===== config.mk =====
export PLATFORM = sky130hd
export DESIGN_NAME = branch_dir_predictor
export DESIGN_NICKNAME = d
export VERILOG_FILES = /design/src/rtl/bdp_pkg.sv /design/src/rtl/bdp_next.sv /design/src/rtl/bdp_entry.sv /design/src/rtl/branch_dir_predictor.sv
export SDC_FILE = /design/constraint.sdc
export NUM_CORES = 1
export LEC_CHECK = 0
export BUFFER_PORTS_ARGS = -buffer_cell sky130_fd_sc_hd__buf_4
export CAP_MARGIN = 20
export CORE_MARGIN = 3
export CORE_UTILIZATION = 58
export DETAILED_ROUTE_END_ITERATION = 16
export GPL_TIMING_DRIVEN = 1
export PLACE_DENSITY_LB_ADDON = 0.25
export SYNTH_ARGS = -nofsm -noshare
export SYNTH_HDL_FRONTEND = slang
export SYNTH_HIERARCHICAL = 1
export SYNTH_SLANG_ARGS = --single-unit
export TNS_END_PERCENT = 30

===== constraint.sdc =====
create_clock -name clk -period 1.5 [get_ports clk]
set_input_delay 0.075 -clock clk [delete_from_list [all_inputs] [get_ports clk]]
set_output_delay 0.075 -clock clk [all_outputs]
set_load 0.05 [all_outputs]

===== src/rtl/bdp_pkg.sv =====
package bdp_pkg;
    typedef enum logic [1:0] {
        PS_STRONG_NT = 2'b00,
        PS_WEAK_NT   = 2'b01,
        PS_WEAK_TK   = 2'b10,
        PS_STRONG_TK = 2'b11
    } bp_state_e;

    localparam bp_state_e PS_RESET = PS_WEAK_NT;
endpackage


===== src/rtl/bdp_next.sv =====
module bdp_next
    import bdp_pkg::*;
(
    input  bp_state_e cur_i,
    input  logic      taken_i,
    output bp_state_e nxt_o
);
    always_comb begin
        nxt_o = cur_i;
        unique case (cur_i)
            PS_STRONG_TK: nxt_o = taken_i ? PS_STRONG_TK : PS_WEAK_TK;
            PS_WEAK_TK:   nxt_o = taken_i ? PS_STRONG_TK : PS_STRONG_NT;
            PS_WEAK_NT:   nxt_o = taken_i ? PS_STRONG_TK : PS_STRONG_NT;
            PS_STRONG_NT: nxt_o = taken_i ? PS_WEAK_NT   : PS_STRONG_NT;
            default:      nxt_o = PS_RESET;
        endcase
    end
endmodule


===== src/rtl/bdp_entry.sv =====
module bdp_entry
    import bdp_pkg::*;
(
    input  logic      clk,
    input  logic      rst_n,
    input  logic      upd_hit_i,
    input  logic      upd_taken_i,
    input  logic      pre_hit_i,
    input  bp_state_e pre_state_i,
    output bp_state_e state_o
);
    typedef struct packed {
        bp_state_e state;
    } entry_regs_t;

    entry_regs_t regs_d, regs_q;
    bp_state_e   stepped;

    bdp_next u_next (
        .cur_i   (regs_q.state),
        .taken_i (upd_taken_i),
        .nxt_o   (stepped)
    );

    always_comb begin
        regs_d = regs_q;
        if (pre_hit_i) begin
            regs_d.state = pre_state_i;
        end else if (upd_hit_i) begin
            regs_d.state = stepped;
        end
    end

    always_ff @(posedge clk or negedge rst_n) begin
        if (!rst_n) begin
            regs_q <= '{state: PS_RESET};
        end else begin
            regs_q <= regs_d;
        end
    end

    assign state_o = regs_q.state;

    assert_reset_state_R1: assert property (@(posedge clk)
        !rst_n |=> regs_q.state == PS_WEAK_NT);

    assert_preset_load_R7: assert property (@(posedge clk) disable iff (!rst_n)
        pre_hit_i |=> regs_q.state == $past(pre_state_i));

    assert_idle_hold_R8: assert property (@(posedge clk) disable iff (!rst_n)
        !pre_hit_i && !upd_hit_i |=> $stable(regs_q.state));

    assert_weak_nt_jump_R3: assert property (@(posedge clk) disable iff (!rst_n)
        upd_hit_i && !pre_hit_i && upd_taken_i && regs_q.state == PS_WEAK_NT
        |=> regs_q.state == PS_STRONG_TK);

    assert_strong_tk_one_miss_R6: assert property (@(posedge clk) disable iff (!rst_n)
        upd_hit_i && !pre_hit_i && !upd_taken_i && regs_q.state == PS_STRONG_TK
        |=> regs_q.state[1]);

    assert_strong_nt_one_miss_R6: assert property (@(posedge clk) disable iff (!rst_n)
        upd_hit_i && !pre_hit_i && upd_taken_i && regs_q.state == PS_STRONG_NT
        |=> !regs_q.state[1]);

    assert_strong_nt_sat_R5: assert property (@(posedge clk) disable iff (!rst_n)
        upd_hit_i && !pre_hit_i && !upd_taken_i && regs_q.state == PS_STRONG_NT
        |=> regs_q.state == PS_STRONG_NT);
endmodule


===== src/rtl/branch_dir_predictor.sv =====
module branch_dir_predictor
    import bdp_pkg::*;
#(
    parameter int IDX_W = 6
) (
    input  logic             clk,
    input  logic             rst_n,
    input  logic [IDX_W-1:0] lk_idx,
    output logic             lk_taken,
    output logic [1:0]       lk_state,
    input  logic             up_valid,
    input  logic [IDX_W-1:0] up_idx,
    input  logic             up_taken,
    input  logic             pr_valid,
    input  logic [IDX_W-1:0] pr_idx,
    input  logic [1:0]       pr_state
);
    localparam int ENTRIES = 1 << IDX_W;

    bp_state_e ent_state [ENTRIES];

    for (genvar g = 0; g < ENTRIES; g++) begin : g_ent
        localparam logic [IDX_W-1:0] MY_IDX = IDX_W'(g);
        logic upd_hit, pre_hit;
        assign upd_hit = up_valid && (up_idx == MY_IDX);
        assign pre_hit = pr_valid && (pr_idx == MY_IDX);

        bdp_entry u_ent (
            .clk         (clk),
            .rst_n       (rst_n),
            .upd_hit_i   (upd_hit),
            .upd_taken_i (up_taken),
            .pre_hit_i   (pre_hit),
            .pre_state_i (bp_state_e'(pr_state)),
            .state_o     (ent_state[g])
        );
    end

    bp_state_e sel_state;
    always_comb begin
        sel_state = ent_state[lk_idx];
        lk_state  = sel_state;
        lk_taken  = (sel_state == PS_STRONG_TK) || (sel_state == PS_WEAK_TK);
    end
endmodule


After elaboration in Yosys (flattened, before gate mapping)

Index checks and enable logic that the tools add are counted.
W data, S select, Z words.

Order comparisons: 1
Equality and inequality tests: 320
Multiplexer cells: 198
Bitwise logic cells: 1
Reductions and logical operators: 323

Operators by type and width:

| operator             | number |
|---|---|
| $eq A6 B6 Y1 const B | 64 |
| $pmux W2 S3          | 64 |
| $mux W2              | 131 |
| $eq A2 B2 Y1 const B | 130 |
| $eq A6 B5 Y1 const B | 32 |
| $eq A2 B1 Y1 const B | 64 |
| $logic_and A1 B1 Y1  | 128 |
| $logic_not A2 Y1     | 64 |
| $reduce_bool A2 Y1   | 64 |
| $reduce_or A2 Y1     | 64 |
| $eq A6 B4 Y1 const B | 16 |
| $eq A6 B3 Y1 const B | 8 |
| $eq A6 B2 Y1 const B | 4 |
| $bmux W2 S6          | 1 |
| $eq A6 B1 Y1 const B | 2 |
| $logic_not A6 Y1     | 2 |
| $ge A7 B7 Y1 const B | 1 |
| $not A6 Y7           | 1 |
| $mux W1              | 2 |
| $logic_or A1 B1 Y1   | 1 |

Flip-flop bits (word level): 128
Input port bits: 25
Output and inout bits: 3

Longest topological paths before layout

Depth after elaboration: 6
Depth in mapped cells: 7
Depth with buffers taken out: 6

Modules after synthesis

Netlist, hierarchy kept.

By module, submodules not included:

| module               | instances | cells an instance | area each (µm²) | seq. area each (µm²) |
|---|---|---|---|---|
| bdp_entry            | 64        | 8                 | 88.8            | 51.3 |
| bdp_next             | 64        | 6                 | 36.3            | 0.0 |
| branch_dir_predictor | 1         | 268               | 1,854.3         | 0.0 |

Worst setup path after synthesis

OpenSTA, ideal clock, no wires.

Path kind: input -> output
From: in lk_idx[1]
To: out lk_state[1]
Data arrival time: 1.913 ns
Slack: -0.488 ns
Stages on the path: 7
Path buffers: 2
Cells stage by stage: clkbuf_1 buf_2 mux4_2 mux2i_1 a211oi_1 a21oi_2 o211ai_1

Word-level cells in the longest chain between the ends: 4

Ends and longest elaborated chain:

| element                                    | RTL line                   | text |
|---|---|---|
| start, declared                            | branch_dir_predictor.sv:8  | `input logic [IDX_W-1:0] lk_idx,` |
| $not A6 Y7 (implied by the code)           | branch_dir_predictor.sv:41 | `sel_state = ent_state[lk_idx];` |
| $bmux W2 S6                                | branch_dir_predictor.sv:41 |  |
| $mux W2 (implied by the code) (2 in a row) | branch_dir_predictor.sv:41 |  |
| end, declared                              | branch_dir_predictor.sv:10 | `output logic [1:0] lk_state,` |

Every way passes these cells. The select of a mux whose other input is x is not followed.

Worst setup path in the final report

From: reg g_ent[14].u_ent.regs_q[1]
To: out lk_taken

Word-level cells in the longest chain between the ends: 5
Elaborated cells between the ends (all ways): 6
Classes of those cells: 2 x eq/ne; 3 x mux; 1 x reduce/logical

Ends and longest elaborated chain:

| element                                        | RTL line                   | text |
|---|---|---|
| start, declared                                | bdp_entry.sv:16            | `entry_regs_t regs_d, regs_q;` |
| start signal, assigned                         | bdp_entry.sv:36            | `regs_q <= '{state: PS_RESET};` |
| start signal, assigned                         | bdp_entry.sv:38            | `regs_q <= regs_d;` |
| $bmux W2 S6 (*)                                | branch_dir_predictor.sv:41 |  |
| $mux W2 (implied by the code) (*) (2 in a row) | branch_dir_predictor.sv:41 |  |
| $eq A2 B2 Y1                                   | branch_dir_predictor.sv:43 | `lk_taken = (sel_state == PS_STRONG_TK) \|\| (sel_state == PS_WEAK_TK);` |
| $logic_or A1 B1 Y1 (*)                         | branch_dir_predictor.sv:43 |  |
| end, declared                                  | branch_dir_predictor.sv:9  | `output logic lk_taken,` |

Mark *: on every way between the ends. The rest lies on a longest branch, timed or not. The select of a mux whose other input is x is not followed.

==> impl_metrics.py <==
metrics = {
    "status": {
        "status": "finished with violations",
        "violations": "setup timing",
    },
    "placement": {
        "place_ws_ps": -519,
        "dp.cells": 1480,
        "gp_congestion": 0.912,
        "numPortBuffers": 27,
        "hpwl_um": 19500,
    },
    "detailed_routing": {
        "viasPerCell": 5.91,
        "vias": 8943,
        "ant_nets": 0,
        "wl_um": 28700,
        "dr.pass1.iters": 7,
        "initialDrtViolationCount": 993,
        "drc_errors": 0,
        "wire_per_inst_um": 18.9,
    },
    "critical_path": {
        "path_max_fanout": 2,
        "worstPathRequired_ps": 1420,
        "r2r_slack_ps": 20,
        "reg2reg_from": "g_ent[36].u_ent/state_o[0]",
        "worstPathArrival_ps": 2350,
        "rr_endpoint": "g_ent[36].u_ent/state_o[1]",
        "cpMaxStageDelayCell": "mux4_2",
        "slowest_delay_ps": 500,
        "reg2reg_depth": 7,
        "crit_buf_inv": 1,
        "worstSetupEndpointType": "output pin",
        "crit_type": "register to output pin",
        "crit_chain": "mux4_2, mux4_2, a21oi_2, o211ai_1, buf_4",
        "worst_setup_path_start_kind": "register",
        "path_common_cell": "mux4_2",
        "cp_num_cells": 5,
        "path_delay_family": "multiplexers",
    },
    "min_path": {
        "min-delay-start": "pr_state[1]",
        "hp-class": "input port to register",
        "min_to": "g_ent[17].u_ent/state_o[1]",
        "hold_depth": 3,
    },
    "logic_synthesis": {
        "synth_edf_count": 0,
        "async_reset_ff_frac": 1.00,
        "ys.flop_type": "dfstp_2",
        "synth.most_common_cell": "nand2_1",
        "syn-cell-area_sq_um": 9860,
        "synth.distinct_cells": 33,
        "synth_nets": 1253,
        "synth_top_area_share": 0.171,
        "synth_top_cell_by_area": "dfstp_2",
        "synthTopCellsByCount": "nand2_1 (212), o21ai_1 (194), nor2_1 (133)",
        "synth_area_leaders": "dfstp_2 (17%), dfrtp_1 (16%), mux2i_1 (13%), o21ai_1 (9.8%), ha_1 (8.1%)",
        "netlist_instances": 1164,
        "yosysSeqAreaShare": 0.333,
        "ys_seq_elements": 128,
        "ys_warn_count": 6,
        "avgSynthCellArea_sq_um": 8.47,
    },
    "power_and_ir_drop": {
        "p_leak_uw": 0.00473,
        "pwr_density_cell_nw_per_um2": 1330,
        "irDropWorstVdd_v": 0.000921,
    },
    "global_routing": {
        "grt_overflow": 0,
        "grtUsageTotal": 0.312,
        "grt_pass1_wl_um": 44700,
        "grt_max_degree": 75,
        "grt_antenna_before_repair": 0,
        "first_global_vias": 8769,
    },
    "final_layout": {
        "largest_reg_flops": 128,
        "layout.nets": 1370,
        "syn2layout_area_growth_pct": 23.0,
        "antenna_cells": 0,
        "layout-drive-gt1-share": 0.267,
        "fill_cells": 1183,
        "stdcell_count": 1514,
        "utilization": 0.731,
    },
    "timing": {
        "final_hold_viol_count": 0,
        "timing.fmax_mhz": 413,
        "min_period_over_period": 1.61,
        "fin_ws_ps": -921,
        "period_needed_ps": 2420,
        "setup_viol": 3,
        "setup-tns-final_ps": -2730,
        "finClkSkew_ps": 5.58,
        "rsz0062_at_grt": "true",
        "finalMaxSlewViolations": 0,
        "slew_headroom": 0.712,
        "worst_slew_pin_slew_ps": 432,
        "whs_ps": 70.8,
    },
    "clocking": {
        "root_buffer": "clkbuf_16",
        "cts_tree": "built",
        "numCtsBuffers": 17,
        "clock_sinks": 128,
        "cts_buffer_depth": 2,
        "clk_pin_slew_ps": 60,
        "htree_levels": 4,
        "clkLatencyLatePin_ps": 430,
    },
    "floorplan": {
        "initial_utilization": 0.595,
        "die_w_um": 136,
        "rows": 47,
        "die_area_sq_um": 18600,
        "num_io_pins": 28,
        "die_height_um": 136,
        "core_area_sq_um": 16600,
    },
    "flow_run": {
        "maxCapViolCount": 0,
    },
}
stage by stage:
stage,cell area [sq um],total power (uW)
6_report,12100,16100
5_1_grt,12100,17200
4_1_cts,11800,15500
3_5_place_dp,11100,10800
3_3_place_gp,11100,10500
2_1_floorplan,9860,8480
how the worst max path moves through the flow:
stage                  endpoint                        from
floorplan           lk_state[1]  g_ent[31].u_ent/state_o[1]
global placement    lk_state[1]                   lk_idx[0]
detailed placement  lk_state[0]                   lk_idx[0]
CTS                 lk_state[1]  g_ent[14].u_ent/state_o[1]
global route           lk_taken  g_ent[23].u_ent/state_o[1]
finish                 lk_taken  g_ent[14].u_ent/state_o[1]
what timing repair did:
item                                    CTS  global route
pin swaps                                 1            34
hold buffers                              1             0
endpoints found under the setup margin    5            48
setup buffers                             0             1
endpoints found under the hold margin    91             0
resized for setup                         1            35
routing by layer:
metal | global-route usage | vias to the layer above | part of all wire
li1 | - | 4135 | -
met1 | 0.420 | 4251 | 0.40
met2 | 0.504 | 473 | 0.48
met3 | 0.0529 | 84 | 0.089
met4 | 0.128 | 0 | 0.032
met5 | 0 | - | 0
where the power goes:
| part | switching [uW] | internal [uW] |
|---|---|---|
| clock network | 1640 | 2990 |
| registers | 590 | 4550 |
| logic | 3050 | 3290 |
area by class of cell:
cell class / count / area (sq um) / area share
clock buffer: 18 / 439 / 0.0362
tap: 220 / 275 / 0.0227
multi-input combinational: 823 / 5850 / 0.483
sequential: 128 / 3280 / 0.271
inverter: 129 / 487 / 0.0401
clock inverter: 14 / 214 / 0.0176
timing repair buffer: 182 / 1580 / 0.130
cells by family (layout without fill, tap and decap cells):
logic type	count (synthesis)	in the layout	share of synthesized area
and+or+nand+nor	380	380	0.153
AOI/OAI and AO/OA	214	214	0.114
buffers and inverters	213	343	0.108
muxes	165	165	0.211
DFF	128	128	0.333
adders and majority gates	64	64	0.0812
worst min-delay path, cell delays in order:
cell and delay [ps]:
buf_4 220, nand2_1 110, o21ai_1 50
cell usage in the layout, fill, tap and decap left out, drive strengths merged:
cell	n
clkbuf	18
nor2	133
a211o	1
nor3b	1
a22oi	4
clkinv	6
mux2i	131
dfstp	64
nand3	14
mux4	33
o21ai	195
buf	181
inv	129
dfrtp	64
nor2b	11
nand3b	4
nand2	212
nand4	2
o211ai	2
and2	1
o41ai	1
clkinvlp	3
ha	64
or3b	2
a22o	4
a211oi	3
mux2	1
dlygate4sd3	1
bufinv	5
a311o	1
a21oi	3
No activity file was read; power rests on OpenSTA's default activity.
